**src/rtl/page_burst_seq.sv**
```systemverilog
module page_burst_seq #(
  parameter int NBANK  = 4,
  parameter int AW     = 32,
  parameter int WAIT_W = 4,
  parameter int BANK_W = (NBANK > 1) ? $clog2(NBANK) : 1
) (
  input  logic              clk,
  input  logic              rst_n,
  input  logic [NBANK-1:0]  cfg_page_en,
  input  logic              req_valid,
  input  logic              req_write,
  input  logic [BANK_W-1:0] req_bank,
  input  logic [AW-1:0]     req_addr,
  input  logic [WAIT_W-1:0] wait_cycles,
  output logic              req_ready,
  output logic [AW-1:0]     mem_addr,
  output logic              mem_rd,
  output logic              mem_wr,
  output logic              beat,
  output logic              last,
  output logic              err
);
  localparam logic [1:0] FINAL_IDX = 2'b11;

  logic              busy, burst_q, wr_q, err_q;
  logic [AW-1:0]     base_q;
  logic [1:0]        idx_q;
  logic [WAIT_W-1:0] wait_q, wcnt_q;

  logic sel_burst, misaligned, fin;

  assign sel_burst  = cfg_page_en[req_bank];
  assign misaligned = sel_burst && (req_addr[4:3] != 2'b00);
  assign fin        = !burst_q || (idx_q == FINAL_IDX);

  always_ff @(posedge clk or negedge rst_n) begin
    if (!rst_n) begin
      busy    <= 1'b0;
      burst_q <= 1'b0;
      wr_q    <= 1'b0;
      err_q   <= 1'b0;
      base_q  <= '0;
      idx_q   <= '0;
      wait_q  <= '0;
      wcnt_q  <= '0;
    end else begin
      err_q <= 1'b0;
      if (!busy) begin
        if (req_valid) begin
          if (misaligned) begin
            err_q <= 1'b1;
          end else begin
            busy    <= 1'b1;
            burst_q <= sel_burst;
            wr_q    <= req_write;
            base_q  <= req_addr;
            idx_q   <= sel_burst ? 2'b00 : req_addr[4:3];
            wait_q  <= wait_cycles;
            wcnt_q  <= wait_cycles;
          end
        end
      end else if (wcnt_q != '0) begin
        wcnt_q <= wcnt_q - 1'b1;
      end else if (fin) begin
        busy <= 1'b0;
      end else begin
        idx_q  <= idx_q + 2'b01;
        wcnt_q <= wait_q;
      end
    end
  end

  assign req_ready = !busy;
  assign mem_rd    = busy && !wr_q;
  assign mem_wr    = busy && wr_q;
  assign beat      = busy && (wcnt_q == '0);
  assign last      = beat && fin;
  assign err       = err_q;
  assign mem_addr  = busy ? {base_q[AW-1:5], idx_q, base_q[2:0]} : '0;
endmodule

```
**config.mk**
```make
export PLATFORM = sky130hd
export DESIGN_NAME = page_burst_seq
export DESIGN_NICKNAME = d
export VERILOG_FILES = /design/src/rtl/page_burst_seq.sv
export SDC_FILE = /design/constraint.sdc
export NUM_CORES = 1
export LEC_CHECK = 0
export ABC_CLOCK_PERIOD_IN_PS = 1750
export BUFFER_PORTS_ARGS = -buffer_cell sky130_fd_sc_hd__buf_4
export CAP_MARGIN = 20
export CORE_MARGIN = 5
export CORE_UTILIZATION = 44
export CTS_CLUSTER_SIZE = 16
export DETAILED_ROUTE_END_ITERATION = 10
export PLACE_DENSITY = 0.79
export SETUP_SLACK_MARGIN = 0.15
export SLEW_MARGIN = 20
export SYNTH_ARGS = -nofsm -noshare
export SYNTH_HDL_FRONTEND = slang
export SYNTH_SLANG_ARGS = --single-unit
export TNS_END_PERCENT = 20
```
**constraint.sdc**
```tcl
create_clock -name clk -period 1.75 [get_ports clk]
set_input_delay 0 -clock clk [delete_from_list [all_inputs] [get_ports clk]]
set_output_delay 0 -clock clk [all_outputs]
set_load 0.005 [all_outputs]
```
==> run_results.csv, run 1 <==
group,metric,value,unit
timing,fin_crit,1590,ps
yosys,ys_seq_area_share,51.6,%
worst_setup_path,reg2reg_depth,8,
global_routing,grt_first_pass_wirelength,9210,um
cells_and_area,fillers,361,
worst_setup_path,crit_required,1750,ps
timing,fmax,630,MHz
timing,period_share,90.7,%
yosys,synth_flop_cell,"dfrtp_1",
floorplanning,rows,25,
cells_and_area,drive_gt1_share,48.7,%
timing,tightest_slew,569,ps
timing,drv_slew,0,
cells_and_area,syn2layout_area_growth,58.3,%
cts,path_clk_slew,80,ps
yosys,avgSynthCellArea,12.3,sq um
drt,vias,1794,
cts,cts.path.max_buffers,2,
yosys,ys_ff_latch,44,
yosys,synthCells,173,
cts,cts_max_level,2,
worst_setup_path,reg2reg_from,"wcnt_q[0]$_DFFE_PN0P_",
power_and_ir_drop,power_density,1460,nW/um^2
power_and_ir_drop,ir_worst_vdd,832,uV
worst_setup_path,worstSetupStartpoint,"wcnt_q[0]$_DFFE_PN0P_",
global_routing,grt_overflow,0,
min_path,hp-class,"input pin to flip-flop",
timing,slew_headroom,62.0,%
run,maxCapViolations,0,
yosys,netlist_top_cells_area,"dfrtp_1 52%, mux2_2 19%, and2_1 10%, mux2i_1 1.9%, nor2_1 1.2%",
worst_setup_path,r2r_end,"wcnt_q[0]$_DFFE_PN0P_",
cts,clkLatencyLatePin,290,ps
timing,rsz0062_at_grt,"yes",
floorplanning,die_h,79.7,um
worst_setup_path,worstSetupEndpointType,"output port",
yosys,synthArstFlopShare,100,%
floorplanning,initial_core_util,45.2,%
floorplanning,dieWidth,79.7,um
floorplanning,core_area,4720,sq um
cts,clock-root-buffer,"clkbuf_8",
drt,wire_per_inst,14.9,um
timing,hold_viol,0,
placed_design,gp_congestion,0.851,
run_status,outcome,"completed",
drt,vias_per_cell,4.86,
drt,dr.pass1.iters,4,
cts,cts_tree,"yes",
worst_setup_path,cp-start-kind,"flip-flop",
global_routing,grt_pass1_vias,2032,
worst_setup_path,worstPathArrival,1590,ps
drt,routed_wl,5500,um
timing,setup_viol,0,
worst_setup_path,worstSetupPathType,"flip-flop to output port",
yosys,synth_cell_type_count,33,
drt,postRouteAntennaNets,0,
yosys,synth_enable_flop_cells,0,
drt,drtIter0Drc,94,
timing,clock_skew,6.88,ps
placed_design,dpl-instance-area,2860,sq um
yosys,synth_fp_nets,221,
cts,cts_buffers,5,
yosys,synth_top_cell_by_area,"dfrtp_1",
drt,route.detailed.drc,0,
worst_setup_path,regToRegSetupSlack,180,ps
timing,setup-tns-final,0,ps
global_routing,antenna_found_initial,0,
cells_and_area,finalNetCount,349,
floorplanning,die_area,6340,sq um
cells_and_area,final_util,71.5,%
cells_and_area,num_antenna_cells,0,
floorplanning,ios,84,
worst_setup_path,crit_fanout,6,
global_routing,grt_usage,18.6,%
placed_design,portBuffers,83,
yosys,yosys_warnings,0,
placed_design,dpl.hpwl,3350,um
power_and_ir_drop,leakage,1.57,nW
cells_and_area,fin_area,3380,sq um
yosys,yosys.area.top_type_share,51.6,%
cts,cts.sinks,44,
global_routing,grt_start_max_net_pins,46,
yosys,syn-cell-area,2130,sq um
worst_setup_path,worstSetupEndpoint,"last",
timing repair:
| item | CTS | global route |
|---|---|---|
| resized for setup | 3 | 3 |
| cloned | 0 | 0 |
| setup endpoints to repair | 4 | 8 |
| buffers inserted | 2 | 4 |
| hold buffers | 36 | 0 |
| endpoints found under the hold margin | 81 | 0 |
| pin swaps | 0 | 1 |
flip-flops by register name (all words and copies together) (netlist names):
register and cells:
base_q 30, wait_q 4, wcnt_q 4, idx_q 2
burst_q 1, busy 1, err 1, wr_q 1
logic make-up after synthesis:
logic type,after synthesis,synth area share (%)
AOI/OAI and AO/OA,17,6.62
DFF,44,51.6
buffers and inverters,13,3.52
adders and majority gates,2,1.17
muxes,41,21.9
and+or+nand+nor,56,15.2
synth_stat cells (2+ instances only):
master / count
dfrtp_1: 44
mux2_2: 36
and2_1: 34
nor2_1: 7
clkbuf_1: 5
inv_1: 4
mux2i_1: 4
nand2_1: 4
a211oi_1: 3
nor3_1: 3
a21oi_1: 2
buf_4: 2
ha_1: 2
nand2b_1: 2
o211ai_1: 2
o21ai_0: 2
stage by stage:
| stage | hold WS (ps) | worst slack (ps) | total power [mW] | cells |
|---|---|---|---|---|
| after detailed placement | 37.3 | 114 | 4.04 | 319 |
| after floorplan | -296 | 139 | 3.00 | 173 |
| final | 33.7 | 163 | 4.92 | 369 |
| after global placement | 30.2 | 128 | 3.98 | 319 |
| after global routing | 44.6 | 109 | 5.31 | 369 |
| after CTS | 25.3 | 150 | 4.84 | 365 |
cell usage in the layout, fill, tap and decap left out, types with 3 or more instances in the layout:
cell           instances
buf_4                 90
dfrtp_1               44
mux2_2                36
dlygate4sd3_1         36
and2_1                34
nor2_1                 7
clkbuf_8               6
nand2_1                4
mux2i_1                4
nor3_1                 3
a211oi_1               3
worst max-delay path: stages (launching register included):
cell and delay (ps):
dfrtp_1 410, inv_2 90, ha_4 140, nor3b_4 210, buf_6 150, and3_4 200, buf_6 90
layout make-up:
cell class	instances	area, sq um	share of cell area [%]
Multi-Input combinational cell	116	990	29.3
Inverter	4	15.0	0.444
Clock buffer	8	90.1	2.67
Tap cell	67	83.8	2.48
Sequential cell	44	1100	32.6
Timing Repair Buffer	130	1100	32.5
worst min path at each step:
stage              start                    end  slack, ps  cells past startpoint
6_report       req_valid          err$_DFF_PN0_         30                      3
5_1_grt        req_valid          err$_DFF_PN0_         40                      3
4_1_cts        req_valid          err$_DFF_PN0_         30                      3
2_1_floorplan      rst_n  base_q[0]$_DFFE_PN0P_       -300                      0
3_3_place_gp       rst_n          err$_DFF_PN0_         30                      1
3_5_place_dp       rst_n         busy$_DFF_PN0_         40                      1
where the power goes:
part | switching [mW] | total (mW) | internal (mW)
clock network | 0.315 | 0.637 | 0.322
registers | 0.274 | 1.79 | 1.51
logic | 0.924 | 2.49 | 1.57
metal layers:
metal | vias to the layer above | track usage (%) | routed length (um)
met5 | - | 0 | 0
met4 | 0 | 6.70 | 80
met3 | 7 | 3.39 | 272
met2 | 55 | 36.0 | 3100
met1 | 874 | 19.8 | 2050
li1 | 858 | - | -
(Power assumes the default switching activity.)
==> run 2: changes to the inputs <==
--- a/config.mk
+++ b/config.mk
@@ -13,6 +13,7 @@
 export CTS_CLUSTER_SIZE = 16
 export DETAILED_ROUTE_END_ITERATION = 10
 export PLACE_DENSITY = 0.79
+export REMOVE_ABC_BUFFERS = 1
 export SETUP_SLACK_MARGIN = 0.15
 export SLEW_MARGIN = 20
 export SYNTH_ARGS = -nofsm -noshare
==> run 2 against run 1 <==
Clock-buffer cell count decreased by 2; cell area increased by 2.4%; total power increased by 3.9%; maximum frequency shrank 2.6%; sequential share of layout area down 0.75 points; first-iteration DRC count rose by 19%; highest routed layer unchanged; worst setup slack lost 42 ps; sequential cell count stayed put; combinational power rose by 6%.
==> run_results.csv, run 2 (synthesis results as in run 1) <==
group,metric,value,unit
cells_and_area,final_cell_mix,"91 x buf_4, 44 x dfrtp_1, 36 x mux2_2, 36 x dlygate4sd3_1, 33 x and2_1",
cells_and_area,final_common_cell,"buf_4",
cts,path_clk_slew,90,ps
placed_design,place_ws,126,ps
placed_design,dpl-instance-area,2870,sq um
floorplanning,die_h,79.7,um
global_routing,antenna_found_initial,0,
power_and_ir_drop,leakage,1.60,nW
cts,cts_tree,"yes",
timing,drv_slew,0,
floorplanning,rows,25,
power_and_ir_drop,power_density,1480,nW/um^2
timing,hold_viol,0,
timing,fin_ws,121,ps
timing,clock_skew,4.88,ps
floorplanning,dieWidth,79.7,um
timing,fmax,614,MHz
worst_setup_path,crit_fanout,3,
drt,dr.pass1.iters,6,
worst_setup_path,cp-start-kind,"flip-flop",
placed_design,dpl.hpwl,3490,um
worst_setup_path,crit_required,1750,ps
floorplanning,initial_core_util,45.2,%
cells_and_area,syn2layout_area_growth,62.0,%
cells_and_area,largest_reg_flops,30,
timing,slew_headroom,62.8,%
cts,clock-root-buffer,"clkbuf_8",
timing,period_share,93.1,%
cells_and_area,finalNetCount,353,
cts,cts_max_level,2,
timing,hold-worst-slack,88.2,ps
floorplanning,die_area,6340,sq um
timing,fin_crit,1630,ps
worst_setup_path,reg2reg_depth,7,
cells_and_area,reg_top3,"base_q x30, wait_q x4, wcnt_q x4",
global_routing,grt_usage,18.0,%
run,maxCapViolations,0,
worst_setup_path,worstPathArrival,1630,ps
global_routing,grt_first_pass_wirelength,8920,um
floorplanning,core_area,4720,sq um
cts,cts.path.max_buffers,2,
drt,postRouteAntennaNets,0,
drt,vias,1816,
drt,route.detailed.drc,0,
timing,setup-tns-final,0,ps
cts,cts_buffers,5,
cells_and_area,drive_gt1_share,52.0,%
drt,wire_per_inst,14.7,um
cells_and_area,num_antenna_cells,0,
placed_design,gp_congestion,0.745,
min_path,worstHoldPathCells,3,
cells_and_area,regMostFlops,"base_q",
drt,vias_per_cell,4.87,
timing,setup_viol,0,
global_routing,grt_pass1_vias,1923,
timing,tightest_slew,558,ps
placed_design,place_inst,323,
min_path,hp-class,"input pin to flip-flop",
worst_setup_path,worstSetupPathType,"flip-flop to output port",
cells_and_area,fin_area,3460,sq um
worst_setup_path,worstSetupEndpointType,"output port",
global_routing,grt_start_max_net_pins,45,
power_and_ir_drop,power,5.11,mW
global_routing,grt_overflow,0,
cts,cts.sinks,44,
drt,routed_wl,5500,um
cells_and_area,final_util,73.2,%
floorplanning,ios,84,
drt,drtIter0Drc,112,
cells_and_area,stdcell_count,373,
cts,clkLatencyLatePin,300,ps
placed_design,portBuffers,83,
power_and_ir_drop,ir_worst_vdd,771,uV
run_status,outcome,"completed",
timing,rsz0062_at_grt,"yes",
## run 2: changes by cell type in the layout (fill, tap and decap cells not counted), moves of 2 or more
cell	change
a211oi_1	-2
a211oi_2	+2
buf_6	+3
clkbuf_1	-2
clkinvlp_4	+2
## run 2: worst paths after layout
path	startpoint	end	slack [ps]
max	wcnt_q[1]$_DFFE_PN0P_	last	120
min	req_addr[3]	idx_q[0]$_DFFE_PN0P_	90
max reg2reg	wcnt_q[1]$_DFFE_PN0P_	idx_q[1]$_DFFE_PN0P_	130
min reg2reg	base_q[24]$_DFFE_PN0P_	base_q[24]$_DFFE_PN0P_	500
max in group asynchronous	rst_n	base_q[6]$_DFFE_PN0P_	1140
min in group asynchronous	rst_n	err$_DFF_PN0_	220
## run 2: where the power goes
part	switching [mW]	internal [mW]	total, mW
registers	0.276	1.51	1.79
logic	0.958	1.68	2.63
clock network	0.365	0.320	0.685
total	1.60	3.51	5.11
## run 2: routing by layer
metal | part of all wire (%) | up-vias | global-route usage [%]
met2 | 51 | 63 | 30.0
met3 | 7.3 | 9 | 5.08
met5 | 0 | - | 0
met1 | 40 | 882 | 22.5
met4 | 1.5 | 0 | 5.84
li1 | - | 862 | -
## run 2: layout make-up
type                            count  area, sq um
Clock inverter                      2         15.0
Multi-Input combinational cell    116         1020
Sequential cell                    44         1100
Fill cell                         324         1260
Timing Repair Buffer              134         1140
Inverter                            4         15.0
Tap cell                           67         83.8
Clock buffer                        6         82.6
## run 2: critical path: stages, from the launching register on
cell and delay, ps:
dfrtp_1 400, inv_2 90, ha_4 130, nor3b_4 210
buf_6 140, and3_4 180, buf_6 90, buf_6 80
## run 2: timing repair
action / 4_1_cts / 5_1_grt
pin swaps: 0 / 2
setup buffers: 5 / 1
endpoints found under the hold margin: 82 / 0
endpoints found under the setup margin: 4 / 25
resized for setup: 7 / 14
hold buffers: 36 / 0
